===== config.mk =====
export PLATFORM = sky130hd
export DESIGN_NAME = serial_audio_tx
export DESIGN_NICKNAME = d
export VERILOG_FILES = /design/src/rtl/satx_pkg.sv /design/src/rtl/satx_edges.sv /design/src/rtl/satx_init_seq.sv /design/src/rtl/satx_shifter.sv /design/src/rtl/serial_audio_tx.sv
export SDC_FILE = /design/constraint.sdc
export NUM_CORES = 1
export LEC_CHECK = 0
export BUFFER_PORTS_ARGS = -buffer_cell sky130_fd_sc_hd__buf_2
export CORE_MARGIN = 1
export CORE_UTILIZATION = 55
export DETAILED_ROUTE_END_ITERATION = 8
export PLACE_DENSITY = 0.84
export SLEW_MARGIN = 0
export SYNTH_ARGS = -nofsm -noshare
export SYNTH_HDL_FRONTEND = slang
export SYNTH_HIERARCHICAL = 1
export SYNTH_SLANG_ARGS = --single-unit

===== constraint.sdc =====
create_clock -name clk -period 5.6 [get_ports clk]
set_input_delay 1.12 -clock clk [delete_from_list [all_inputs] [get_ports clk]]
set_output_delay 1.12 -clock clk [all_outputs]
set_load 0.03 [all_outputs]

===== src/rtl/satx_pkg.sv =====
// Shared types for the serial audio output port.
package satx_pkg;

    // Framing selection; the encoding matches the fmt_sel pin.
    typedef enum logic {
        FMT_LEFT_JUST = 1'b0,
        FMT_I2S       = 1'b1
    } frame_fmt_e;

endpackage


===== src/rtl/satx_edges.sv =====
// Edge finder for the serial clocks.
// Compares the bit clock with its value one system clock earlier to find
// falling edges. Records the word-select level at each falling edge, so a
// word-select change is reported exactly at the falling edge it follows.
// Assumes bclk and lrck are already synchronous to clk and that each bclk
// level lasts at least one clk period.
module satx_edges (
    input  logic clk,
    input  logic rst_n,
    input  logic bclk,
    input  logic lrck,
    output logic bclk_fall,
    output logic lrck_edge,
    output logic lrck_rise
);

    logic bclk_q;
    logic lrck_last_q;

    // Keep the previous bit clock and the word-select level at the last fall.
    always_ff @(posedge clk) begin
        if (!rst_n) begin
            bclk_q      <= 1'b0;
            lrck_last_q <= 1'b0;
        end else begin
            bclk_q <= bclk;
            if (bclk_fall) begin
                lrck_last_q <= lrck;
            end
        end
    end

    assign bclk_fall = bclk_q & ~bclk;
    assign lrck_edge = bclk_fall & (lrck ^ lrck_last_q);
    assign lrck_rise = lrck_edge & lrck;

endmodule


===== src/rtl/satx_init_seq.sv =====
// Start-up sequencer.
// Counts rising word-select edges after reset and saturates at INIT_FRAMES.
// Reports whether the frame timing has started, whether the output is still
// muted, and whether a word that begins in this cycle may carry live data.
// Assumes lrck_rise is a single-cycle pulse.
module satx_init_seq #(
    parameter int INIT_FRAMES = 4128
) (
    input  logic clk,
    input  logic rst_n,
    input  logic lrck_rise,
    output logic started,
    output logic started_now,
    output logic mute,
    output logic live_now
);

    localparam int CNT_W = $clog2(INIT_FRAMES + 1);
    localparam logic [CNT_W:0] LIMIT = (CNT_W + 1)'(INIT_FRAMES);

    logic [CNT_W-1:0] cnt_q;
    logic             started_q;
    logic [CNT_W:0]   cnt_next;

    assign cnt_next = {1'b0, cnt_q} + {{CNT_W{1'b0}}, lrck_rise};

    // Count frames until the limit and mark the first frame start.
    always_ff @(posedge clk) begin
        if (!rst_n) begin
            cnt_q     <= '0;
            started_q <= 1'b0;
        end else if (lrck_rise) begin
            started_q <= 1'b1;
            if ({1'b0, cnt_q} < LIMIT) begin
                cnt_q <= cnt_next[CNT_W-1:0];
            end
        end
    end

    assign started     = started_q;
    assign started_now = started_q | lrck_rise;
    assign mute        = ({1'b0, cnt_q} < LIMIT);
    assign live_now    = (cnt_next >= LIMIT);

endmodule


===== src/rtl/satx_shifter.sv =====
// Word loader and serial shifter.
// Captures the sample pair when word-select moves to the left level. At
// each word start, loads the word for the current channel (or zero while
// muted). Shifts one bit per falling bit-clock edge and fills with zeros
// after the LSB. In I2S framing, a word starts one fall after the edge.
// Assumes fmt is static while out of reset.
module satx_shifter
    import satx_pkg::*;
#(
    parameter int SAMPLE_W = 16
) (
    input  logic                clk,
    input  logic                rst_n,
    input  frame_fmt_e          fmt,
    input  logic                lrck,
    input  logic                bclk_fall,
    input  logic                lrck_edge,
    input  logic                started_now,
    input  logic                live_now,
    input  logic [SAMPLE_W-1:0] smp_left,
    input  logic [SAMPLE_W-1:0] smp_right,
    output logic                sdto
);

    logic                pend_q;
    logic [SAMPLE_W-1:0] lat_l_q;
    logic [SAMPLE_W-1:0] lat_r_q;
    logic [SAMPLE_W-1:0] shreg_q;
    logic                sdto_q;

    logic                left_lvl;
    logic                on_left;
    logic                latch_now;
    logic                word_start;
    logic [SAMPLE_W-1:0] src_word;
    logic [SAMPLE_W-1:0] load_word;

    // Decode channel, capture and word-start conditions.
    always_comb begin
        left_lvl   = (fmt == FMT_LEFT_JUST);
        on_left    = (lrck == left_lvl);
        latch_now  = lrck_edge & started_now & on_left;
        word_start = bclk_fall & started_now &
                     ((fmt == FMT_I2S) ? pend_q : lrck_edge);
        src_word   = on_left ? (latch_now ? smp_left : lat_l_q) : lat_r_q;
        load_word  = live_now ? src_word : '0;
    end

    // Hold the captured pair and shift the current word out.
    always_ff @(posedge clk) begin
        if (!rst_n) begin
            pend_q  <= 1'b0;
            lat_l_q <= '0;
            lat_r_q <= '0;
            shreg_q <= '0;
            sdto_q  <= 1'b0;
        end else begin
            if (latch_now) begin
                lat_l_q <= smp_left;
                lat_r_q <= smp_right;
            end
            if (bclk_fall) begin
                pend_q <= (fmt == FMT_I2S) & lrck_edge & started_now;
                if (word_start) begin
                    sdto_q  <= load_word[SAMPLE_W-1];
                    shreg_q <= {load_word[SAMPLE_W-2:0], 1'b0};
                end else begin
                    sdto_q  <= shreg_q[SAMPLE_W-1];
                    shreg_q <= {shreg_q[SAMPLE_W-2:0], 1'b0};
                end
            end
        end
    end

    assign sdto = sdto_q;

endmodule


===== src/rtl/serial_audio_tx.sv =====
// Slave serial audio output port with start-up muting.
// Connects the clock-edge finder, the start-up sequencer and the shifter.
// Assumes bclk and lrck are synchronous to clk and fmt_sel is static.
module serial_audio_tx
    import satx_pkg::*;
#(
    parameter int SAMPLE_W    = 16,
    parameter int INIT_FRAMES = 4128
) (
    input  logic                clk,
    input  logic                rst_n,
    input  logic                fmt_sel,
    input  logic                bclk,
    input  logic                lrck,
    input  logic [SAMPLE_W-1:0] smp_left,
    input  logic [SAMPLE_W-1:0] smp_right,
    output logic                sdto
);

    logic       bclk_fall;
    logic       lrck_edge;
    logic       lrck_rise;
    logic       started;
    logic       started_now;
    logic       mute;
    logic       live_now;
    frame_fmt_e fmt;

    assign fmt = frame_fmt_e'(fmt_sel);

    satx_edges u_edges (
        .clk       (clk),
        .rst_n     (rst_n),
        .bclk      (bclk),
        .lrck      (lrck),
        .bclk_fall (bclk_fall),
        .lrck_edge (lrck_edge),
        .lrck_rise (lrck_rise)
    );

    satx_init_seq #(.INIT_FRAMES(INIT_FRAMES)) u_init (
        .clk         (clk),
        .rst_n       (rst_n),
        .lrck_rise   (lrck_rise),
        .started     (started),
        .started_now (started_now),
        .mute        (mute),
        .live_now    (live_now)
    );

    satx_shifter #(.SAMPLE_W(SAMPLE_W)) u_shift (
        .clk         (clk),
        .rst_n       (rst_n),
        .fmt         (fmt),
        .lrck        (lrck),
        .bclk_fall   (bclk_fall),
        .lrck_edge   (lrck_edge),
        .started_now (started_now),
        .live_now    (live_now),
        .smp_left    (smp_left),
        .smp_right   (smp_right),
        .sdto        (sdto)
    );

endmodule


==> summary.md <==
The count of nets left with antenna violations once routing finished came out at 0. Setup repair after global routing left no endpoint under its margin. The die extent in y is 80.33 um. After synthesis, the cell types taking the most area are sky130_fd_sc_hd__dfxtp_1, sky130_fd_sc_hd__nand2_1, sky130_fd_sc_hd__a21boi_1, sky130_fd_sc_hd__and2_1, sky130_fd_sc_hd__o221ai_2.

Main flop type after synthesis: sky130_fd_sc_hd__dfxtp_1. The largest individual stage delay along the critical path comes from the cell sky130_fd_sc_hd__and4_1. The area share of fa/ha/maj cells after synthesis was 0.007416; the via count of the first global-routing pass was 2565.

The maximum number of pins on one net before global-route repair was 69. The worst hold path terminates at u_shift/lat_l_q[7]. The signal on the critical path passes through buf_2 -> nor2b_4 -> and3b_1 -> ha_1 -> ha_1 -> nand2_1 -> nor4_1 -> xnor2_1 -> o22ai_1 -> and4_1 -> o221ai_1 -> a31oi_1.

In this run, post-CTS hold repair placed 0 buffers. After clock tree synthesis, the clock-pin slew on the worst setup and hold paths is 0.07 ns. After detailed routing, the average wire length per cell comes to 15.09 um.

The run gives 0 as the number of antenna violations at the first check in global routing. Dividing total power by cell area gives a power density of 266.0 mW/mm2. The first TritonRoute pass finished after 5 iterations.

The final route contains 2962 vias. With fillers left out, the area of the finished cells amounts to 0.003737 mm2. Fraction of synthesis flops using an asynchronous set or reset pin: 0. The max-slew headroom at the worst pin is 0.3612, and the instance count of the mapped netlist is 401. For the detailed-route DRC error count, the log shows 0. The worst setup path is launched from a primary input. For the number of standard cells in the layout, taps in and fillers out, the log shows 500.

Of all cell types, the one taking the most synthesized area is sky130_fd_sc_hd__dfxtp_1. The biggest cell delay along the critical path came out at 0.71 ns. The worst register-to-register path begins at u_edges/bclk_q.

The worst register-to-register path has a setup slack of 1.68 ns. The summed instance area of the synthesized netlist is 0.003374 mm2, and the number of sinks handled by clock tree synthesis is 65. The final critical-path share of the clock period is 0.7978, and the number of placed instances with taps included is 484. For the share of the core filled with cells in the final layout, the log shows 0.6312.

The logs give 179.8 uV for the maximum ir drop on the vdd rail and 0 for the final-report max-slew violation count. The root cell of the clock tree was sky130_fd_sc_hd__clkbuf_8. The startpoint-to-endpoint class of the critical path was primary input to register.

The post-synthesis mux area share came out at 0.009270. Fraction of the mapped netlist area in simple logic gates: 0.2666. After synthesis, the mean cell area works out to 8.415 um2. The worst path in the final design needs a cycle of 4.468 ns, including I/O delays and setup.

The xor/xnor share of the synthesized area came out at 0.03597. The tightest min-delay check is of the register to register type. Static power due to leakage: 1.326 nW.

TritonCTS built the clock tree. Sorting the synthesized cells by how often they occur yields sky130_fd_sc_hd__nand2_1, sky130_fd_sc_hd__dfxtp_1, sky130_fd_sc_hd__a21boi_1. The tools report the number of nets produced by synthesis as 440.

The dominant cell by count in the synthesized netlist was sky130_fd_sc_hd__nand2_1. Fraction of layout instances using a drive strength above 1: 0.2047. Main combinational cell family by area after synthesis: simple AND/OR/NAND/NOR gates. The number of hold-slack violations in the final timing report came out at 0.

The global placer's final weighted congestion is 0.8572. The tools report the end of the worst register-to-register path as u_shift/shreg_q[4]. The final layout contains routed wiring with a total length of 7546 um. The run gives 6 as the count of synthesis-stage warnings from yosys.

Timing would allow up to 0.2238 GHz. The tools report the half-perimeter wire length after detailed placement as 4659 um. The die covers 0.006453 mm2. The number of gates resized after cts was 0.

The die is 80.33 um wide. The run finished with clean final reports. The global-route usage over all layers was 0.2419; the post-CTS setup buffer count was 0. In this run, synthesis inferred 0 flip-flops with an integrated enable.

The most frequent cell on the critical path is sky130_fd_sc_hd__ha_1. Setup violations remaining at the end of the flow were counted as 0. The worst hold path passes through 2 cells.

The number of register bits inferred by synthesis is 65. Of all nets on the critical path, the largest fanout is 16. At the worst endpoint, the arrival time is 4.73 ns. In the routed layout, each cell is associated on average with a via count of 5.924. Across the routed clock network, the largest skew measured is 0.005874 ns. The count of buffers added on input and output ports is 37. The share of synthesized area occupied by flip-flops and latches was 0.3856. The count of antenna diodes in the layout is 0, and the total clock buffers created by CTS is 9. 38 I/O pins were placed.

After routing, the total negative slack on setup checks comes to 0 ns. After detailed placement, the total cell area comes to 0.003508 mm2. The number of cells traversed by the worst register-to-register path came out at 11.

At the worst endpoint, the required time is 5.86 ns. The slew at the pin with the worst max-slew slack was 0.9582 ns; the first-pass GRT wire length was 11890 um. The tools report the number of DRC violations after detailed-routing iteration 0 as 234. Max-cap violations in this run came to 0.

STA classifies the critical path endpoint as a register. The tools report the hold path startpoint as u_shift/lat_l_q[7]. For this run the aggregate overflow at the end of global routing stands at 0. The initialized floorplan defines 28 standard-cell rows.

The H-tree was split into 3 levels. In this run the deepest clock path goes through 2 buffers. The net total in the final layout came out at 459. Relative to the synthesized area, the layout overhead comes to 10.75%.

The region available for standard cell placement spans 0.005921 mm2. The clock latency on the worst-skew pair is 0.34 ns, and the synthesized-area fraction occupied by ao, oa, aoi and oai cells is 0.2414. The initial cell density of the core is 0.5699, and the post-route total power is 0.9941 mW. The share of the synthesized area in the top cell type came out at 0.3856. Number of unique standard cell types used by synthesis: 51.
## power by group
group          internal [mW]  total (mW)  leakage [nW]  switching, mW
sequential             0.469       0.473         0.526        0.00366
combinational         0.0252      0.0681         0.685         0.0429
clock                  0.273       0.453         0.115          0.180
total                  0.767       0.994          1.33          0.227
## critical path, delay by kind of cell
family	cells	cell delay [ns]
simple gates	5	2.03
compound gates	3	0.73
buf+inv	1	0.12
xor+xnor	1	0.13
fa+ha+maj	2	0.59
## per-stage QoR
| step | hold slack (ns) | setup WS [ns] |
|---|---|---|
| floorplan | 0.4305 | 1.891 |
| global placement | 0.4361 | 1.007 |
| detailed placement | 0.4418 | 0.8698 |
| CTS | 0.4546 | 1.183 |
| global route | 0.4812 | 0.8775 |
| finish | 0.4512 | 1.132 |
## cell usage in the layout (no fill, tap or decap), types with 3 or more instances in the layout
master                       n
sky130_fd_sc_hd__nand2_1   106
sky130_fd_sc_hd__dfxtp_1    65
sky130_fd_sc_hd__buf_2      37
sky130_fd_sc_hd__a21boi_1   30
sky130_fd_sc_hd__and2_1     28
sky130_fd_sc_hd__nand3_1    26
sky130_fd_sc_hd__clkbuf_8   11
sky130_fd_sc_hd__xnor2_1    11
sky130_fd_sc_hd__o21ai_0    11
sky130_fd_sc_hd__o221ai_2    9
sky130_fd_sc_hd__a31oi_2     9
sky130_fd_sc_hd__a31oi_1     7
sky130_fd_sc_hd__o221ai_1    6
sky130_fd_sc_hd__nand4_1     5
sky130_fd_sc_hd__nor2_1      5
sky130_fd_sc_hd__o21ai_1     5
sky130_fd_sc_hd__buf_4       4
sky130_fd_sc_hd__a21boi_0    4
sky130_fd_sc_hd__and4_1      3
sky130_fd_sc_hd__a21oi_1     3
sky130_fd_sc_hd__o22ai_1     3
## cells by family (layout without fill, tap and decap cells)
group	Yosys count	count (layout)
fa+ha+maj	2	2
flops	65	65
buf+inv	34	58
compound gates	95	95
xor+xnor	13	13
simple gates	189	189
mux	3	3
## how the worst max path moves through the flow
stage,startpoint,to,cells past startpoint
CTS,bclk,u_shift/sdto,12
global route,bclk,u_shift/sdto,12
detailed placement,bclk,u_shift/shreg_q[4],12
finish,bclk,u_shift/shreg_q[4],12
floorplan,bclk,u_shift/shreg_q[1],13
global placement,bclk,u_shift/sdto,12
## metal layers
metal,routed length (um),vias to the layer above,share of wire,track usage
met5,0,-,0,0
met4,188,0,0.025,0.09821
met3,459,25,0.061,0.05682
met2,3639,133,0.48,0.4009
met1,3259,1372,0.43,0.3010
li1,-,1432,-,-
## layout make-up
class	instances	area [um2]
Fill cell	483	2183
Multi-Input combinational cell	302	1894
Sequential cell	65	1301
Timing Repair Buffer	41	215.2
Clock buffer	11	151.4
Tap cell	75	93.84
Clock inverter	5	77.57
Inverter	1	3.754
## registers in the layout, summed over array words and instances (netlist names)
name / flops
u_shift/sdto: 1
u_shift/pend_q: 1
u_init/cnt_q: 13
u_init/started: 1
u_edges/lrck_last_q: 1
u_shift/lat_r_q: 16
u_shift/shreg_q: 15
u_shift/lat_l_q: 16
u_edges/bclk_q: 1
No activity file was read; power rests on OpenSTA's default activity.
